===== config.mk =====
export PLATFORM = sky130hd
export DESIGN_NAME = eye_sweep_ctrl
export DESIGN_NICKNAME = d
export VERILOG_FILES = /design/src/rtl/eye_sweep_pkg.sv /design/src/rtl/eye_sweep_seq.sv /design/src/rtl/eye_sweep_outbuf.sv /design/src/rtl/eye_sweep_ctrl.sv
export SDC_FILE = /design/constraint.sdc
export NUM_CORES = 1
export LEC_CHECK = 0
export BUFFER_PORTS_ARGS = -buffer_cell sky130_fd_sc_hd__buf_2
export CAP_MARGIN = 20
export CORE_MARGIN = 4
export CORE_UTILIZATION = 55
export DETAILED_ROUTE_END_ITERATION = 8
export GPL_TIMING_DRIVEN = 0
export PLACE_DENSITY = 0.77
export SLEW_MARGIN = 20
export SYNTH_ARGS = -nofsm -noshare
export SYNTH_HDL_FRONTEND = slang
export SYNTH_SLANG_ARGS = --single-unit
export TNS_END_PERCENT = 10

===== constraint.sdc =====
create_clock -name clk -period 3.2 [get_ports clk]
set_input_delay 0.64 -clock clk [delete_from_list [all_inputs] [get_ports clk]]
set_output_delay 0.64 -clock clk [all_outputs]
set_load 0.02 [all_outputs]

===== src/rtl/eye_sweep_pkg.sv =====
package eye_sweep_pkg;
  typedef enum logic [2:0] {
    ST_IDLE,
    ST_LOAD,
    ST_SETTLE,
    ST_COLLECT,
    ST_NEXT,
    ST_DONE
  } sweep_st_e;
endpackage


===== src/rtl/eye_sweep_seq.sv =====
module eye_sweep_seq
  import eye_sweep_pkg::*;
#(
  parameter int IDX_W = 8,
  parameter int CNT_W = 10,
  parameter int SET_W = 4,
  localparam int STEP_W = IDX_W + 1
) (
  input  logic              clk,
  input  logic              rst_n,
  input  logic              start,
  input  logic              abort,
  input  logic [STEP_W-1:0] cfg_steps,
  input  logic [CNT_W-1:0]  cfg_samples,
  input  logic [SET_W-1:0]  cfg_settle,
  input  logic              adc_valid,
  input  logic              slot_free,
  output logic [IDX_W-1:0]  dly_code,
  output logic              dly_strobe,
  output logic              take,
  output logic              miss,
  output logic              take_last,
  output logic              go,
  output logic              busy,
  output logic              done
);
  sweep_st_e         st;
  logic [STEP_W-1:0] steps_q;
  logic [CNT_W-1:0]  samples_q;
  logic [SET_W-1:0]  settle_q;
  logic [IDX_W-1:0]  idx_q;
  logic [IDX_W-1:0]  code_q;
  logic [CNT_W-1:0]  smp_cnt;
  logic [SET_W-1:0]  set_cnt;
  logic              done_q;
  logic              pos_last;
  logic              smp_last;

  assign pos_last  = ({1'b0, idx_q} == steps_q - STEP_W'(1));
  assign smp_last  = (smp_cnt == samples_q - CNT_W'(1));
  assign take      = (st == ST_COLLECT) && adc_valid && slot_free;
  assign miss      = (st == ST_COLLECT) && adc_valid && !slot_free;
  assign take_last = take && smp_last && pos_last;
  assign go        = (st == ST_IDLE) && start && !abort;
  assign dly_code  = code_q;
  assign dly_strobe = (st == ST_LOAD);
  assign busy      = (st != ST_IDLE);
  assign done      = done_q;

  always_ff @(posedge clk) begin
    if (!rst_n) begin
      st        <= ST_IDLE;
      steps_q   <= '0;
      samples_q <= '0;
      settle_q  <= '0;
      idx_q     <= '0;
      code_q    <= '0;
      smp_cnt   <= '0;
      set_cnt   <= '0;
      done_q    <= 1'b0;
    end else if (abort) begin
      st     <= ST_IDLE;
      code_q <= '0;
    end else begin
      unique case (st)
        ST_IDLE: begin
          if (start) begin
            steps_q   <= cfg_steps;
            samples_q <= cfg_samples;
            settle_q  <= cfg_settle;
            idx_q     <= '0;
            code_q    <= '0;
            done_q    <= 1'b0;
            st        <= ST_LOAD;
          end
        end
        ST_LOAD: begin
          set_cnt <= '0;
          smp_cnt <= '0;
          st      <= (settle_q == '0) ? ST_COLLECT : ST_SETTLE;
        end
        ST_SETTLE: begin
          if (adc_valid) begin
            set_cnt <= set_cnt + SET_W'(1);
            if (set_cnt == settle_q - SET_W'(1)) st <= ST_COLLECT;
          end
        end
        ST_COLLECT: begin
          if (take) begin
            smp_cnt <= smp_cnt + CNT_W'(1);
            if (smp_last) st <= ST_NEXT;
          end
        end
        ST_NEXT: begin
          if (pos_last) begin
            st <= ST_DONE;
          end else begin
            idx_q  <= idx_q + IDX_W'(1);
            code_q <= idx_q + IDX_W'(1);
            st     <= ST_LOAD;
          end
        end
        ST_DONE: begin
          done_q <= 1'b1;
          st     <= ST_IDLE;
        end
        default: st <= ST_IDLE;
      endcase
    end
  end

  assert_code_change_R2: assert property (@(posedge clk) disable iff (!rst_n)
    (dly_code != $past(dly_code)) |-> (dly_strobe || $past(abort)));

  assert_strobe_pulse_R2: assert property (@(posedge clk) disable iff (!rst_n)
    dly_strobe |=> !dly_strobe);

  assert_abort_idle_R9: assert property (@(posedge clk) disable iff (!rst_n)
    abort |=> (!busy && dly_code == '0));

  assert_done_busy_R8: assert property (@(posedge clk) disable iff (!rst_n)
    !(done && busy));
endmodule


===== src/rtl/eye_sweep_outbuf.sv =====
module eye_sweep_outbuf #(
  parameter int REC_W = 22,
  parameter int OVF_W = 16
) (
  input  logic             clk,
  input  logic             rst_n,
  input  logic             clr,
  input  logic             load,
  input  logic [REC_W-1:0] load_data,
  input  logic             load_last,
  input  logic             miss,
  input  logic             out_ready,
  output logic             out_valid,
  output logic [REC_W-1:0] out_data,
  output logic             out_last,
  output logic             slot_free,
  output logic [OVF_W-1:0] ovf_count
);
  localparam logic [OVF_W-1:0] OVF_MAX = '1;

  logic             v_q;
  logic [REC_W-1:0] d_q;
  logic             l_q;
  logic [OVF_W-1:0] ovf_q;

  assign slot_free = !v_q || out_ready;
  assign out_valid = v_q;
  assign out_data  = d_q;
  assign out_last  = l_q;
  assign ovf_count = ovf_q;

  always_ff @(posedge clk) begin
    if (!rst_n) begin
      v_q <= 1'b0;
      d_q <= '0;
      l_q <= 1'b0;
    end else if (load) begin
      v_q <= 1'b1;
      d_q <= load_data;
      l_q <= load_last;
    end else if (out_ready) begin
      v_q <= 1'b0;
    end
  end

  always_ff @(posedge clk) begin
    if (!rst_n || clr) ovf_q <= '0;
    else if (miss && ovf_q != OVF_MAX) ovf_q <= ovf_q + OVF_W'(1);
  end

  assert_hold_R5: assert property (@(posedge clk) disable iff (!rst_n)
    (out_valid && !out_ready) |=> (out_valid && $stable(out_data) && $stable(out_last)));

  assert_ovf_mono_R6: assert property (@(posedge clk) disable iff (!rst_n)
    !clr |=> (ovf_count >= $past(ovf_count)));
endmodule


===== src/rtl/eye_sweep_ctrl.sv =====
module eye_sweep_ctrl #(
  parameter int IDX_W = 8,
  parameter int SMP_W = 14,
  parameter int CNT_W = 10,
  parameter int SET_W = 4,
  parameter int OVF_W = 16,
  localparam int STEP_W = IDX_W + 1,
  localparam int REC_W = IDX_W + SMP_W
) (
  input  logic              clk,
  input  logic              rst_n,
  input  logic              start,
  input  logic              abort,
  input  logic [STEP_W-1:0] cfg_steps,
  input  logic [CNT_W-1:0]  cfg_samples,
  input  logic [SET_W-1:0]  cfg_settle,
  output logic [IDX_W-1:0]  dly_code,
  output logic              dly_strobe,
  input  logic [SMP_W-1:0]  adc_data,
  input  logic              adc_valid,
  output logic              out_valid,
  input  logic              out_ready,
  output logic [REC_W-1:0]  out_data,
  output logic              out_last,
  output logic              busy,
  output logic              done,
  output logic [OVF_W-1:0]  ovf_count
);
  logic take, miss, take_last, go, slot_free;

  eye_sweep_seq #(.IDX_W(IDX_W), .CNT_W(CNT_W), .SET_W(SET_W)) u_seq (
    .clk(clk), .rst_n(rst_n), .start(start), .abort(abort),
    .cfg_steps(cfg_steps), .cfg_samples(cfg_samples), .cfg_settle(cfg_settle),
    .adc_valid(adc_valid), .slot_free(slot_free),
    .dly_code(dly_code), .dly_strobe(dly_strobe),
    .take(take), .miss(miss), .take_last(take_last), .go(go),
    .busy(busy), .done(done)
  );

  eye_sweep_outbuf #(.REC_W(REC_W), .OVF_W(OVF_W)) u_buf (
    .clk(clk), .rst_n(rst_n), .clr(go),
    .load(take), .load_data({dly_code, adc_data}), .load_last(take_last),
    .miss(miss), .out_ready(out_ready),
    .out_valid(out_valid), .out_data(out_data), .out_last(out_last),
    .slot_free(slot_free), .ovf_count(ovf_count)
  );
endmodule


==> results of run 1 <==
==> registers in the layout, summed over array words and instances, names as in the netlist <==
signal / cells
u_seq.set_cnt: 4
u_seq.steps_q: 9
u_seq.st: 3
u_seq.smp_cnt: 10
u_buf.ovf_count: 16
u_seq.samples_q: 10
u_seq.idx_q: 8
u_buf.out_last: 1
u_seq.settle_q: 4
u_seq.dly_code: 8
u_seq.done: 1
u_buf.out_data: 22
u_buf.out_valid: 1
==> kinds of logic (layout without fill, tap and decap cells) <==
family,after synthesis,count (layout),synth area share [%]
buffers and inverters,43,151,4.41
adder cells (fa/ha/maj),7,7,1.83
flip-flops,97,97,40.5
multiplexers,4,4,0.861
XOR/XNOR,57,57,10.7
AND/OR/NAND/NOR,279,279,27.5
AO/OA/AOI/OAI,106,106,14.3
==> layout by cell type (no fill, tap or decap), types with 13 or more instances in the layout <==
cell and count:
a21oi_1 57, buf_2 93, clkbuf_1 20, dfxtp_1 97
inv_1 13, nand2_1 133, nand3_1 21, nor2_1 45
xnor2_1 33, xor2_1 23
==> final timing paths <==
kind	end	cells past startpoint	slack, ns	from
max	u_seq.idx_q[4]	9	0.52	u_seq.steps_q[0]
min	u_buf.out_data[3]	2	0.45	u_buf.out_data[3]
max reg2reg	u_seq.idx_q[4]	9	0.52	u_seq.steps_q[0]
min reg2reg	u_buf.out_data[3]	2	0.45	u_buf.out_data[3]
==> area by class of cell <==
| type | instances | area (um^2) |
|---|---|---|
| clock buffers | 10 | 138 |
| clock inverters | 6 | 61.3 |
| fillers | 727 | 2750 |
| plain buffers | 29 | 159 |
| well taps | 105 | 131 |
| flip-flops and latches | 97 | 1940 |
| repair buffers | 92 | 460 |
| multi-input cells | 453 | 2650 |
| inverters | 14 | 52.6 |
==> power by group <==
group	internal [mW]	switching [mW]	leakage, nW
sequential	1.22	0.0203	0.784
combinational	0.104	0.134	1.31
clock	0.322	0.463	0.0978
==> layer usage <==
layer	vias up	share of wire [%]	track usage, %
li1	2237	-	-
met1	2045	45	31.3
met2	148	46	36.9
met3	15	7.4	3.10
met4	0	1.6	7.16
met5	-	0	0
==> worst max-delay path, stage by stage (launching register included) <==
cell	delay, ns
dfxtp_1	0.36
inv_1	0.07
ha_1	0.20
nor3b_1	0.38
a21oi_1	0.08
or4_1	0.60
a2111oi_4	0.42
or3_2	0.23
buf_6	0.13
o22ai_1	0.09
==> summary.md, run 1 <==
| Metric | Value |
|---|---|
| Outcome | finished clean |
| Lkg Pwr | 2.19 nW |
| Worst-path clk slew | 0.10 ns |
| GRT Util Overall | 22.7% |
| Crit path DAT | 2.91 ns |
| Max-Cap Viols | 0 |
| Final WL | 11.4 mm |
| Cell type with the largest total area after synthesis | dfxtp_1 |
| Peak supply drop | 0.000270 V |
| Post-CTS setup buffer count | 0 |
| Number of global-route vias before repair | 4115 |
| Max-slew violations | 0 |
| Crit path launch type | flip-flop |
| Hold WS | 0.454 ns |
| Setup violations, final | 0 |
| Syn Std Cell Area | 4800 um^2 |
| Max clock buf depth | 2 |
| Type of the worst min-delay path | reg -> reg |
| Drt via density | 5.51 |
| Async SR Flop Fraction | 0% |
| Post-Layout Cell Count | 806 |
| Sink Count | 97 |
| Post-DP HPWL | 8.80 mm |
| Nets | 746 |
| Routed Antenna Nets | 0 |
| Post-CTS Resized | 0 |
| CTS H-tree depth | 3 |
| Top post-synthesis cells by area | dfxtp_1, nand2_1, xnor2_1, a21oi_1, xor2_1 |
| Synth Instances | 593 |
| Port bufs | 92 |
| Setup TNS | 0 ns |
| Clock Skew | 0.0118 ns |
| Initial antenna violation count | 0 |
| Core area | 8340 um^2 |
| Min cycle time layout | 2.68 ns |
| Kind of critical path | reg -> reg |
| Hold_buf cts | 0 |
| Std-Cell Rows | 33 |
| Post-Syn Nets | 643 |
| Final period util | 83.8% |
| DP Worst Slack | 0.341 ns |
| Wirelength per Cell | 14.2 um |
| Pre-Repair DR Iteration Count | 4 |
| P per Cell Area | 405 nW/um^2 |
| Mean area per synthesized cell | 8.09 um^2 |
| Worst-Skew Late Latency | 0.37 ns |
| Die area | 10300 um^2 |
| Final setup margin | 0.517 ns |
| Synth top area share | 40.5% |
| Largest net degree at the start of global routing | 19 |
| CTS buffer count | 9 |
| Detailed-route via count | 4445 |
| Sequential share of the synthesized area | 40.5% |
| Root buffer cell | clkbuf_8 |
| Ant diodes | 0 |
| Gpl congestion | 0.848 |
| Post-synthesis cell type count | 65 |
| Global-route wire length before repair | 19.0 mm |
| Synth cell count leaders | nand2_1, dfxtp_1, a21oi_1 |
| Placed cell area | 5390 um^2 |
| Post-synth top flop | dfxtp_1 |
| Total grt overflow | 0 |
| Share of layout cells above drive strength 1 | 19.1% |
| Synthesis warning total | 0 |
| Starting Density | 57.5% |
| CTS tree | yes |
| Die Wd | 101 um |
| Post-synth EDFFs | 0 |
| Max Fanout on Critical Path | 10 |
| Die height | 101 um |
| DRC viols | 0 |
| Total Power | 2.27 mW |
| FMAX | 0.373 GHz |
| Worst Max-Slew Pin Slew | 0.945 ns |
| Cells after DPL | 790 |
| Worst Setup End Kind | flip-flop |
| Syn-to-layout area delta | 16.5% |
| Final hold violations | 0 |
| DRT iter0 DRCs | 234 |
| Final core utilization | 67.0% |
| Post-route cell area | 5590 um^2 |
| Top-count cell post-synth | nand2_1 |
| Io pins | 94 |
| RSZ-0062 raised after global routing | false |
| Worst EP required | 3.43 ns |
| #FFs+latches synth | 97 |
| Relative slew slack | 36.9% |
(Power assumes the default switching activity.)
==> inputs of run 2 (changes only) <==
- ABC_AREA: not set -> 1
- PLACE_DENSITY: 0.77 -> 0.76
- clock period: 3.2 -> 2.7 ns (I/O delays scaled with it)
==> run 2 against run 1 <==
Compared with the run above: global-route usage barely moved; flip-flop and latch count did not move; wire length rose by 4.1%; highest routed layer unchanged; clock skew barely moved; combinational power rose by 110%; worst setup slack got worse by 0.018 ns; clock-buffer cell count fell by 1.
==> summary.md, run 2 <==
| Metric | Value |
|---|---|
| Worst Max-Slew Pin Slew | 0.499 ns |
| Relative slew slack | 66.7% |
| Post-DP HPWL | 9.46 mm |
| Total grt overflow | 0 |
| Sink Count | 97 |
| Nets | 877 |
| Post-synth EDFFs | 0 |
| Initial antenna violation count | 0 |
| Crit path launch type | flip-flop |
| Most common cell after layout, fill and taps aside | nand2_1 |
| Syn-to-layout area delta | 15.7% |
| Outcome | finished clean |
| R2R depth | 14 |
| Reg-to-reg critical path startpoint | u_seq.steps_q[0] |
| Std-Cell Rows | 34 |
| P per Cell Area | 507 nW/um^2 |
| FF-to-FF End | u_seq.dly_code[5] |
| Number of global-route vias before repair | 4472 |
| Post-synthesis cell type count | 43 |
| Cell type with the largest total area after synthesis | dfxtp_1 |
| Post-Layout Cell Count | 940 |
| Crit path launch | u_seq.st[0] |
| Clock Skew | 0.0116 ns |
| Die Wd | 103 um |
| Final hold violations | 0 |
| CTS buffer count | 9 |
| Die area | 10700 um^2 |
| Io pins | 94 |
| Async SR Flop Fraction | 0% |
| Pre-Repair DR Iteration Count | 6 |
| Detailed-route via count | 4952 |
| Synth top area share | 38.9% |
| Cells after DPL | 924 |
| Die height | 103 um |
| Max reg flops | 22 |
| Worst-path clk slew | 0.10 ns |
| Crit path to | busy |
| Top post-synthesis cells by area | dfxtp_1, nand2_1, nor2_1, o21ai_0, inv_1 |
| Type of the worst min-delay path | in -> reg |
| Worst Setup End Kind | primary output |
| Post-synth top flop | dfxtp_1 |
| Logic pwr share | 17.3% |
| Drt via density | 5.27 |
| Max-slew violations | 0 |
| Max clock buf depth | 2 |
| Synthesis warning total | 0 |
| GRT Util Overall | 22.7% |
| Mean area per synthesized cell | 6.91 um^2 |
| DRC viols | 0 |
| Most frequent cells in the layout | nand2_1, nor2_1, dfxtp_1 |
| Routed Antenna Nets | 0 |
| RSZ-0062 raised after global routing | false |
| DRT iter0 DRCs | 233 |
| Setup violations, final | 0 |
| Synth cell count leaders | nand2_1, nor2_1, dfxtp_1 |
| Crit path DAT | 1.66 ns |
| Synth Instances | 723 |
| Final period util | 81.5% |
| CTS H-tree depth | 3 |
| Clock power share | 31.0% |
| Sequential share of the synthesized area | 38.9% |
| Global-route wire length before repair | 19.7 mm |
| CTS tree | yes |
| Share of layout cells above drive strength 1 | 17.8% |
| Port bufs | 93 |
| Syn Std Cell Area | 4990 um^2 |
| Ant diodes | 0 |
| Fill cells | 813 |
| R2r setup slk | 0.55 ns |
| Final WL | 11.9 mm |
| P_int | 2.02 mW |
| Top-count cell post-synth | nand2_1 |
| Peak supply drop | 0.000297 V |
| Max-Cap Viols | 0 |
| Root buffer cell | clkbuf_8 |
| Setup TNS | 0 ns |
| FMAX | 0.454 GHz |
| Post-CTS Resized | 0 |
| #FFs+latches synth | 97 |
| Wirelength per Cell | 12.7 um |
| Largest net degree at the start of global routing | 19 |
| Net Sw Frac | 31.2% |
| Gpl congestion | 0.915 |
| Hold_buf cts | 0 |
| Worst EP required | 2.16 ns |
| Max Fanout on Critical Path | 9 |
| Core area | 8760 um^2 |
| Post-CTS setup buffer count | 0 |
| Post-Syn Nets | 773 |
| Sw power | 0.914 mW |
| Lkg Pwr | 2.53 nW |
| Sequential power share | 51.7% |
| Min cycle time layout | 2.20 ns |
| Kind of critical path | reg -> out |
| Worst-Skew Late Latency | 0.37 ns |
| Starting Density | 57.0% |
[run 2: layout make-up]
| class | count | area (um^2) | area share [%] |
|---|---|---|---|
| Buffer | 16 | 75.1 | 1.30 |
| Clock buffer | 9 | 124 | 2.14 |
| Clock inverter | 7 | 61.3 | 1.06 |
| Inverter | 91 | 344 | 5.95 |
| Multi-Input combinational cell | 519 | 2630 | 45.6 |
| Sequential cell | 97 | 1940 | 33.6 |
| Tap cell | 108 | 135 | 2.34 |
| Timing Repair Buffer | 93 | 465 | 8.05 |
[run 2: metrics by stage]
stage	utilization, %	total power, mW	hold slack (ns)	setup slack (ns)	area, um^2
6_report	66.0	2.93	0.410	0.499	5780
5_1_grt	66.0	3.09	0.428	0.295	5780
4_1_cts	66.0	2.96	0.394	0.497	5780
3_5_place_dp	63.8	2.05	0.461	0.454	5600
3_3_place_gp	63.8	2.03	0.456	0.478	5600
2_1_floorplan	-	1.92	0.443	0.887	4990
[run 2: how the worst min path moves through the flow]
stage,end,slack (ns),start,cells after the start
after global routing,u_seq.samples_q[4],0.43,cfg_samples[4],3
after CTS,u_seq.samples_q[9],0.39,cfg_samples[9],3
after global placement,u_buf.out_data[20],0.46,u_buf.out_data[20],2
final,u_seq.samples_q[9],0.41,cfg_samples[9],3
after floorplan,u_seq.steps_q[8],0.44,u_seq.steps_q[8],2
after detailed placement,u_buf.out_data[19],0.46,u_seq.dly_code[5],2
[run 2: logic make-up (layout without fill, tap and decap cells)]
family	count (synthesis)	count (layout)	share of synthesized area [%]
buffers and inverters	107	216	8.39
DFF	97	97	38.9
and+or+nand+nor	354	354	32.2
xor gates and xnor gates	30	30	5.26
adders and majority gates	7	7	1.75
AOI/OAI and AO/OA	128	128	13.5
[run 2: power groups by stage]
stage                     Sequential [mW]  Clock, mW  Combinational [mW]
after floorplan                      1.55          0               0.373
after global placement               1.55          0               0.483
after detailed placement             1.55          0               0.502
after CTS                            1.52      0.937               0.505
after global routing                 1.52      0.984               0.578
final                                1.52      0.909               0.507
[run 2: layer usage]
metal / vias to the layer above / part of all wire [%] / global-route usage [%]
li1: 2541 / - / -
met4: 0 / 1.2 / 6.67
met3: 17 / 7.1 / 3.09
met1: 2220 / 45 / 29.3
met5: - / 0 / 0
met2: 174 / 46 / 39.4
[run 2: critical path: stages, from the launching register on]
cell and delay [ns]:
dfxtp_1 0.35, nor2_2 0.42, inv_2 0.13, nor2_4 0.15, inv_4 0.08, buf_2 0.17
